<file path="src/rtl/utmr_pkg.sv">
// Package: shared types for the up/down auto-reload timer.
// Assumes: nothing beyond IEEE 1800-2017.
package utmr_pkg;

    // Selects which pair of values bounds the count.
    typedef enum logic {
        BND_ONES_FLOOR = 1'b0,  // all-ones ceiling, reload register floor
        BND_TOP_FLOOR  = 1'b1   // top register ceiling, reload register floor
    } bound_e;

endpackage

</file>
<file path="src/rtl/utmr_prescale.sv">
// Module: utmr_prescale
// Produces a one-cycle count tick every 2^psel enabled cycles.
// Assumes: psel is held steady while run is high; the divider restarts
// from zero whenever run is low.
module utmr_prescale #(
    parameter int PS_W = 4
) (
    input  logic            clk,
    input  logic            rst_n,
    input  logic            run,
    input  logic [PS_W-1:0] psel,
    output logic            tick
);

    localparam int DIV_W = (1 << PS_W) - 1;
    localparam logic [DIV_W-1:0] ONE = DIV_W'(1);

    logic [DIV_W-1:0] pre_q;
    logic [DIV_W-1:0] mask;

    // One mask bit for each divider stage below the selected exponent.
    generate
        for (genvar gi = 0; gi < DIV_W; gi++) begin : g_mask
            assign mask[gi] = (int'(psel) > gi);
        end
    endgenerate

    // Free-running divider, cleared when the timer is stopped.
    always_ff @(posedge clk) begin
        if (!rst_n || !run) begin
            pre_q <= '0;
        end else begin
            pre_q <= pre_q + ONE;
        end
    end

    // Tick when every selected divider bit is set.
    always_comb begin
        tick = run && ((pre_q & mask) == mask);
    end

    // Once the divide ratio is above one, two ticks never fall in adjacent cycles.
    p_tick_gap_r2 : assert property (@(posedge clk) disable iff (!rst_n)
        (tick && psel != '0) |=> (!tick || psel == '0));

endmodule

</file>
<file path="src/rtl/utmr_bounds.sv">
// Module: utmr_bounds
// Decides, for the current direction and bound scheme, whether the count
// sits at its limit and which value is loaded on a time-out.
// Assumes: purely combinational; the limit compare uses the live count.
module utmr_bounds
    import utmr_pkg::*;
#(
    parameter int CNT_W = 16
) (
    input  bound_e           bsel,
    input  logic             up,
    input  logic [CNT_W-1:0] count,
    input  logic [CNT_W-1:0] floor_v,
    input  logic [CNT_W-1:0] top_v,
    output logic             at_limit,
    output logic [CNT_W-1:0] load_v
);

    localparam logic [CNT_W-1:0] ALL_ONES = '1;

    logic [CNT_W-1:0] ceil_v;

    // Ceiling is all ones or the top register, depending on the scheme.
    always_comb begin
        ceil_v = (bsel == BND_TOP_FLOOR) ? top_v : ALL_ONES;
    end

    // Up: stop at the ceiling, load the floor. Down: stop at the floor, load the ceiling.
    always_comb begin
        if (up) begin
            at_limit = (count == ceil_v);
            load_v   = floor_v;
        end else begin
            at_limit = (count == floor_v);
            load_v   = ceil_v;
        end
    end

endmodule

</file>
<file path="src/rtl/utmr_core.sv">
// Module: utmr_core
// Holds the count. A software write wins; otherwise each tick steps the
// count or reloads it at the bound and reports a time-out.
// Assumes: tick is a single-cycle strobe from the prescaler.
module utmr_core #(
    parameter int CNT_W = 16
) (
    input  logic             clk,
    input  logic             rst_n,
    input  logic             tick,
    input  logic             up,
    input  logic             at_limit,
    input  logic [CNT_W-1:0] load_v,
    input  logic             wr_en,
    input  logic [CNT_W-1:0] wr_data,
    output logic [CNT_W-1:0] count,
    output logic             timeout
);

    localparam logic [CNT_W-1:0] ONE = CNT_W'(1);

    // Count register: the write has priority, then reload, then step.
    always_ff @(posedge clk) begin
        if (!rst_n) begin
            count <= '0;
        end else if (wr_en) begin
            count <= wr_data;
        end else if (tick) begin
            if (at_limit) begin
                count <= load_v;
            end else if (up) begin
                count <= count + ONE;
            end else begin
                count <= count - ONE;
            end
        end
    end

    // A time-out is a tick at the bound that no write overrides.
    always_comb begin
        timeout = tick && at_limit && !wr_en;
    end

    p_wr_prio_r10 : assert property (@(posedge clk) disable iff (!rst_n)
        wr_en |=> count == $past(wr_data));

    p_hold_r2 : assert property (@(posedge clk) disable iff (!rst_n)
        (!tick && !wr_en) |=> $stable(count));

    p_step_up_r3 : assert property (@(posedge clk) disable iff (!rst_n)
        (tick && !wr_en && up && !at_limit) |=> count == CNT_W'($past(count) + ONE));

    p_step_dn_r3 : assert property (@(posedge clk) disable iff (!rst_n)
        (tick && !wr_en && !up && !at_limit) |=> count == CNT_W'($past(count) - ONE));

    p_reload_r4 : assert property (@(posedge clk) disable iff (!rst_n)
        timeout |=> count == $past(load_v));

endmodule

</file>
<file path="src/rtl/utmr_flags.sv">
// Module: utmr_flags
// Sticky time-out flag and the toggling extension bit.
// Assumes: timeout is a single-cycle strobe.
module utmr_flags (
    input  logic clk,
    input  logic rst_n,
    input  logic timeout,
    input  logic updn_en,
    input  logic clr,
    output logic tf,
    output logic ext
);

    // Time-out flag: setting wins over clearing.
    always_ff @(posedge clk) begin
        if (!rst_n) begin
            tf <= 1'b0;
        end else if (timeout) begin
            tf <= 1'b1;
        end else if (clr) begin
            tf <= 1'b0;
        end
    end

    // Extension bit: inverts on each time-out in up/down operation.
    always_ff @(posedge clk) begin
        if (!rst_n) begin
            ext <= 1'b0;
        end else if (timeout && updn_en) begin
            ext <= ~ext;
        end
    end

    p_tf_sticky_r9 : assert property (@(posedge clk) disable iff (!rst_n)
        (tf && !clr) |=> tf);

    p_ext_quiet_r8 : assert property (@(posedge clk) disable iff (!rst_n)
        !updn_en |=> $stable(ext));

endmodule

</file>
<file path="src/rtl/updown_reload_timer.sv">
// Module: updown_reload_timer
// Top level: the reload and top registers, direction selection, and the
// prescaler, bound decoder, count core and flag instances.
// Assumes: synchronous active-low reset; all write strobes last one cycle.
module updown_reload_timer
    import utmr_pkg::*;
#(
    parameter int CNT_W = 16,
    parameter int PS_W  = 4
) (
    input  logic             clk,
    input  logic             rst_n,
    input  logic             run,
    input  logic [PS_W-1:0]  psel,
    input  logic             updn_en,
    input  logic             dir,
    input  logic             bound_sel,
    input  logic             cnt_we,
    input  logic [CNT_W-1:0] cnt_wdata,
    input  logic             rld_we,
    input  logic [CNT_W-1:0] rld_wdata,
    input  logic             top_we,
    input  logic [CNT_W-1:0] top_wdata,
    input  logic             tf_clr,
    output logic [CNT_W-1:0] count,
    output logic [CNT_W-1:0] rld_q,
    output logic [CNT_W-1:0] top_q,
    output logic             tf,
    output logic             ext
);

    logic             tick;
    logic             up;
    logic             at_limit;
    logic [CNT_W-1:0] load_v;
    logic             timeout;
    bound_e           bsel;

    // The direction input only matters when up/down operation is enabled.
    always_comb begin
        up   = !updn_en || dir;
        bsel = bound_e'(bound_sel);
    end

    // Reload (floor) register.
    always_ff @(posedge clk) begin
        if (!rst_n) begin
            rld_q <= '0;
        end else if (rld_we) begin
            rld_q <= rld_wdata;
        end
    end

    // Top (ceiling) register.
    always_ff @(posedge clk) begin
        if (!rst_n) begin
            top_q <= '0;
        end else if (top_we) begin
            top_q <= top_wdata;
        end
    end

    utmr_prescale #(.PS_W(PS_W)) u_pre (
        .clk   (clk),
        .rst_n (rst_n),
        .run   (run),
        .psel  (psel),
        .tick  (tick)
    );

    utmr_bounds #(.CNT_W(CNT_W)) u_bnd (
        .bsel     (bsel),
        .up       (up),
        .count    (count),
        .floor_v  (rld_q),
        .top_v    (top_q),
        .at_limit (at_limit),
        .load_v   (load_v)
    );

    utmr_core #(.CNT_W(CNT_W)) u_core (
        .clk      (clk),
        .rst_n    (rst_n),
        .tick     (tick),
        .up       (up),
        .at_limit (at_limit),
        .load_v   (load_v),
        .wr_en    (cnt_we),
        .wr_data  (cnt_wdata),
        .count    (count),
        .timeout  (timeout)
    );

    utmr_flags u_flg (
        .clk     (clk),
        .rst_n   (rst_n),
        .timeout (timeout),
        .updn_en (updn_en),
        .clr     (tf_clr),
        .tf      (tf),
        .ext     (ext)
    );

    // An inverted extension bit always comes with the time-out flag set.
    p_ext_with_tf_r8 : assert property (@(posedge clk) disable iff (!rst_n)
        !$stable(ext) |-> tf);

    // A time-out never happens while the count is being written.
    p_no_timeout_on_write_r10 : assert property (@(posedge clk) disable iff (!rst_n)
        cnt_we |-> !timeout);

endmodule

</file>
<file path="config.mk">
export PLATFORM = sky130hd
export DESIGN_NAME = updown_reload_timer
export DESIGN_NICKNAME = d
export VERILOG_FILES = /design/src/rtl/utmr_pkg.sv /design/src/rtl/utmr_prescale.sv /design/src/rtl/utmr_bounds.sv /design/src/rtl/utmr_core.sv /design/src/rtl/utmr_flags.sv /design/src/rtl/updown_reload_timer.sv
export SDC_FILE = /design/constraint.sdc
export NUM_CORES = 1
export LEC_CHECK = 0
export BUFFER_PORTS_ARGS = -buffer_cell sky130_fd_sc_hd__buf_2
export CAP_MARGIN = 20
export CORE_MARGIN = 1.5
export CORE_UTILIZATION = 44
export CTS_CLUSTER_DIAMETER = 200
export DETAILED_ROUTE_END_ITERATION = 12
export PLACE_DENSITY = 0.69
export SYNTH_ARGS = -nofsm -noshare
export SYNTH_HDL_FRONTEND = slang
export SYNTH_SLANG_ARGS = --single-unit
export TNS_END_PERCENT = 1
</file>
<file path="constraint.sdc">
create_clock -name clk -period 3.9 [get_ports clk]
set_input_delay 0.195 -clock clk [delete_from_list [all_inputs] [get_ports clk]]
set_output_delay 0.195 -clock clk [all_outputs]
set_load 0.05 [all_outputs]
</file>
==> out/qor.csv <==
metric,value,unit
dpl cells,667,
Clock Tree Root,clkbuf_8,
fillcell total,845,
net switching power,0.000561,W
TritonCTS clock tree,done,
Peak VDD IR,0.196,mV
IO Port Bufs,111,
Setup crit end kind,register,
first-pass GRT wire length,18.6,mm
Sw Ratio,34.3,%
crit path time final,2.96,ns
largest net degree at the start of global routing,48,
Die Span Y,99.3,um
CP arrival,3.22,ns
worst hold path class,in -> reg,
Mapped Cells,481,
DR vias/cell,5.66,
clk_skew,0.00810,ns
TritonRoute pass-1 iters,4,
Post-CTS Resized,0,
GRT overflow,0,
gr busiest metal,met2,
Max H-tree Level,3,
unrepaired setup endpoints after global routing,no,
Internal,0.00108,W
# IOs,112,
worst-margin pin slew,0.772,ns
overall power,0.00164,W
sequential share of power,45.8,%
Max-Cap Viols,0,
status,"finished, final reports clean",
Synth Warn #,0,
Syn Std Cell Area,0.00408,mm^2
routing usage on met2,38.1,%
# Post-CTS Setup Buffers,0,
"EDFF count, synth",0,
syn nets,545,
Avg WL per Cell,16.9,um
CP Data Required Time,4.16,ns
clk_lat worst skew,0.34,ns
syn avg cell area,8.49,um^2
setup slack at placement,0.654,ns
# rows,34,
hold_buf cts,0,
Rel. slew slack,48.3,%
post-detailed-placement half-perimeter wirelength,8.60,mm
Core ar.,0.00885,mm^2
LEAKAGE,2.21,nW
DRC Markers,0,
vias in the first global route,3729,
global-route usage over all layers,23.8,%
number of CTS-inserted buffers,9,
GPL Wtd Cong,0.896,
worst-path fanout max,30,
Max Slew Vio Count,0,
Hold Path Depth,3,
most frequent cells in the layout,"buf_2 (111), dfxtp_1 (65), mux2i_1 (58)",
Final Cycle Share,75.9,%
total negative slack,0,ns
"most common cell after layout, fill and taps aside",buf_2,
CTS max path bufs,2,
Die ar.,0.00987,mm^2
fraction of registers with async set/reset,0,%
met3 usage,4.15,%
Worst-path clk slew,0.07,ns
Synth cell types,48,
PwrDens,340,mW/mm^2
top_reg_cell synth,dfxtp_1,
DR iter-0 viols,139,
Comb power frac,23.9,%
layout cells sized above 1,24.4,%
worst reg-to-reg path cell count,7,
"Setup violations, final",0,
Final ANT Viol Nets,0,
Setup Crit Path Kind,in -> reg,
final setup margin,0.942,ns
Syn-to-layout area delta,17.9,%
CP startpoint kind,input pin,
Vias,3857,
Layout Nets,634,
Clock power frac,30.3,%
GRT met1 Usage,30.9,%
Die Width,99.3,um
maximum clock frequency,338,MHz
clock sinks,65,
Ant. Diodes,0,
Fin. Hold Viols,0,
"FF+latch count, synth",65,
Layout Cells excl Fill,682,
initial antenna violation count,0,
Detailed Route WL,11.5,mm
sequential area share after synthesis,31.9,%
initial core utilization,46.1,%
==> sequential cells by signal, indices dropped and copies added, names as in the netlist <==
register      cells
rld_q            16
top_q            16
u_core.count     16
u_flg.ext         1
u_flg.tf          1
u_pre.pre_q      15
==> critical path, stage by stage <==
cell	delay (ns)
buf_2	0.09
nand2b_2	0.61
mux2i_1	0.31
xor2_1	0.19
nand4_1	0.11
or4_1	0.79
buf_4	0.32
or3_1	0.40
a31oi_1	0.18
==> stage by stage <==
| step | util, % | area [um^2] | hold WS [ns] |
|---|---|---|---|
| 6_report | 54.4 | 4810 | 0.0477 |
| 5_1_grt | 54.4 | 4810 | 0.0622 |
| 4_1_cts | 54.4 | 4810 | 0.0447 |
| 3_5_place_dp | 52.5 | 4650 | 0.401 |
| 3_3_place_gp | 52.5 | 4650 | 0.404 |
| 2_1_floorplan | - | 4080 | 0.303 |
==> path summary, 6_finish.rpt <==
kind	slack, ns	endpoint	from
worst max-delay path	0.94	u_core.count[10]$_SDFFE_PN0P_	dir
worst min-delay path	0.05	u_core.count[5]$_SDFFE_PN0P_	cnt_wdata[5]
worst max register to register	0.94	u_core.count[2]$_SDFFE_PN0P_	u_pre.pre_q[2]$_SDFF_PP0_
worst min register to register	0.48	u_flg.ext$_SDFFE_PN0P_	u_flg.ext$_SDFFE_PN0P_
==> layer usage <==
metal  up-vias  share of wire, %
li1       1879                 -
met1      1808                44
met2       145                46
met3        25               7.3
met4         0               2.7
met5         -                 0
==> synth_stat cells (all sizes together), types with 3 or more instances <==
cell	instances	area [um^2]
dfxtp	65	1300
mux2i	58	581
nor2b	37	231
nand2	33	124
nor2	33	124
clkbuf	29	109
xor2	29	254
nand2b	23	144
o21ai	17	85.1
xnor2	14	123
a21oi	13	65.1
and3	13	86.3
nand4	13	81.3
o31ai	13	97.6
nand3	10	50.1
nor3	10	55.1
and2	9	56.3
buf	9	57.6
a2111oi	7	98.8
o221ai	7	61.3
nor4	6	43.8
inv	5	18.8
a31oi	4	25.0
or3	3	18.8
or4	3	22.5
==> area by class of cell <==
type / instances / area [um^2] / share of cell area [%]
Sequential cell: 65 / 1300 / 27.0
Clock buffer: 12 / 145 / 3.02
Tap cell: 108 / 135 / 2.81
Clock inverter: 3 / 17.5 / 0.364
Multi-Input combinational cell: 372 / 2600 / 54.0
Inverter: 6 / 22.5 / 0.468
Timing Repair Buffer: 116 / 593 / 12.3
==> cells by family after synthesis <==
logic type / count (synthesis) / share of synthesized area (%)
mux: 58 / 14.2
simple gates: 197 / 26.3
fa+ha+maj: 2 / 0.613
xor+xnor: 43 / 9.22
flops: 65 / 31.9
buf+inv: 44 / 4.63
compound gates: 72 / 13.1
==> power by group through the flow <==
stage	registers, W	clock network [W]	logic [W]
finish	0.000751	0.000496	0.000390
global route	0.000756	0.000538	0.000423
CTS	0.000750	0.000506	0.000391
detailed placement	0.000764	0	0.000389
global placement	0.000763	0	0.000385
floorplan	0.000842	0	0.000198
Power figures use the tool's default switching activity.
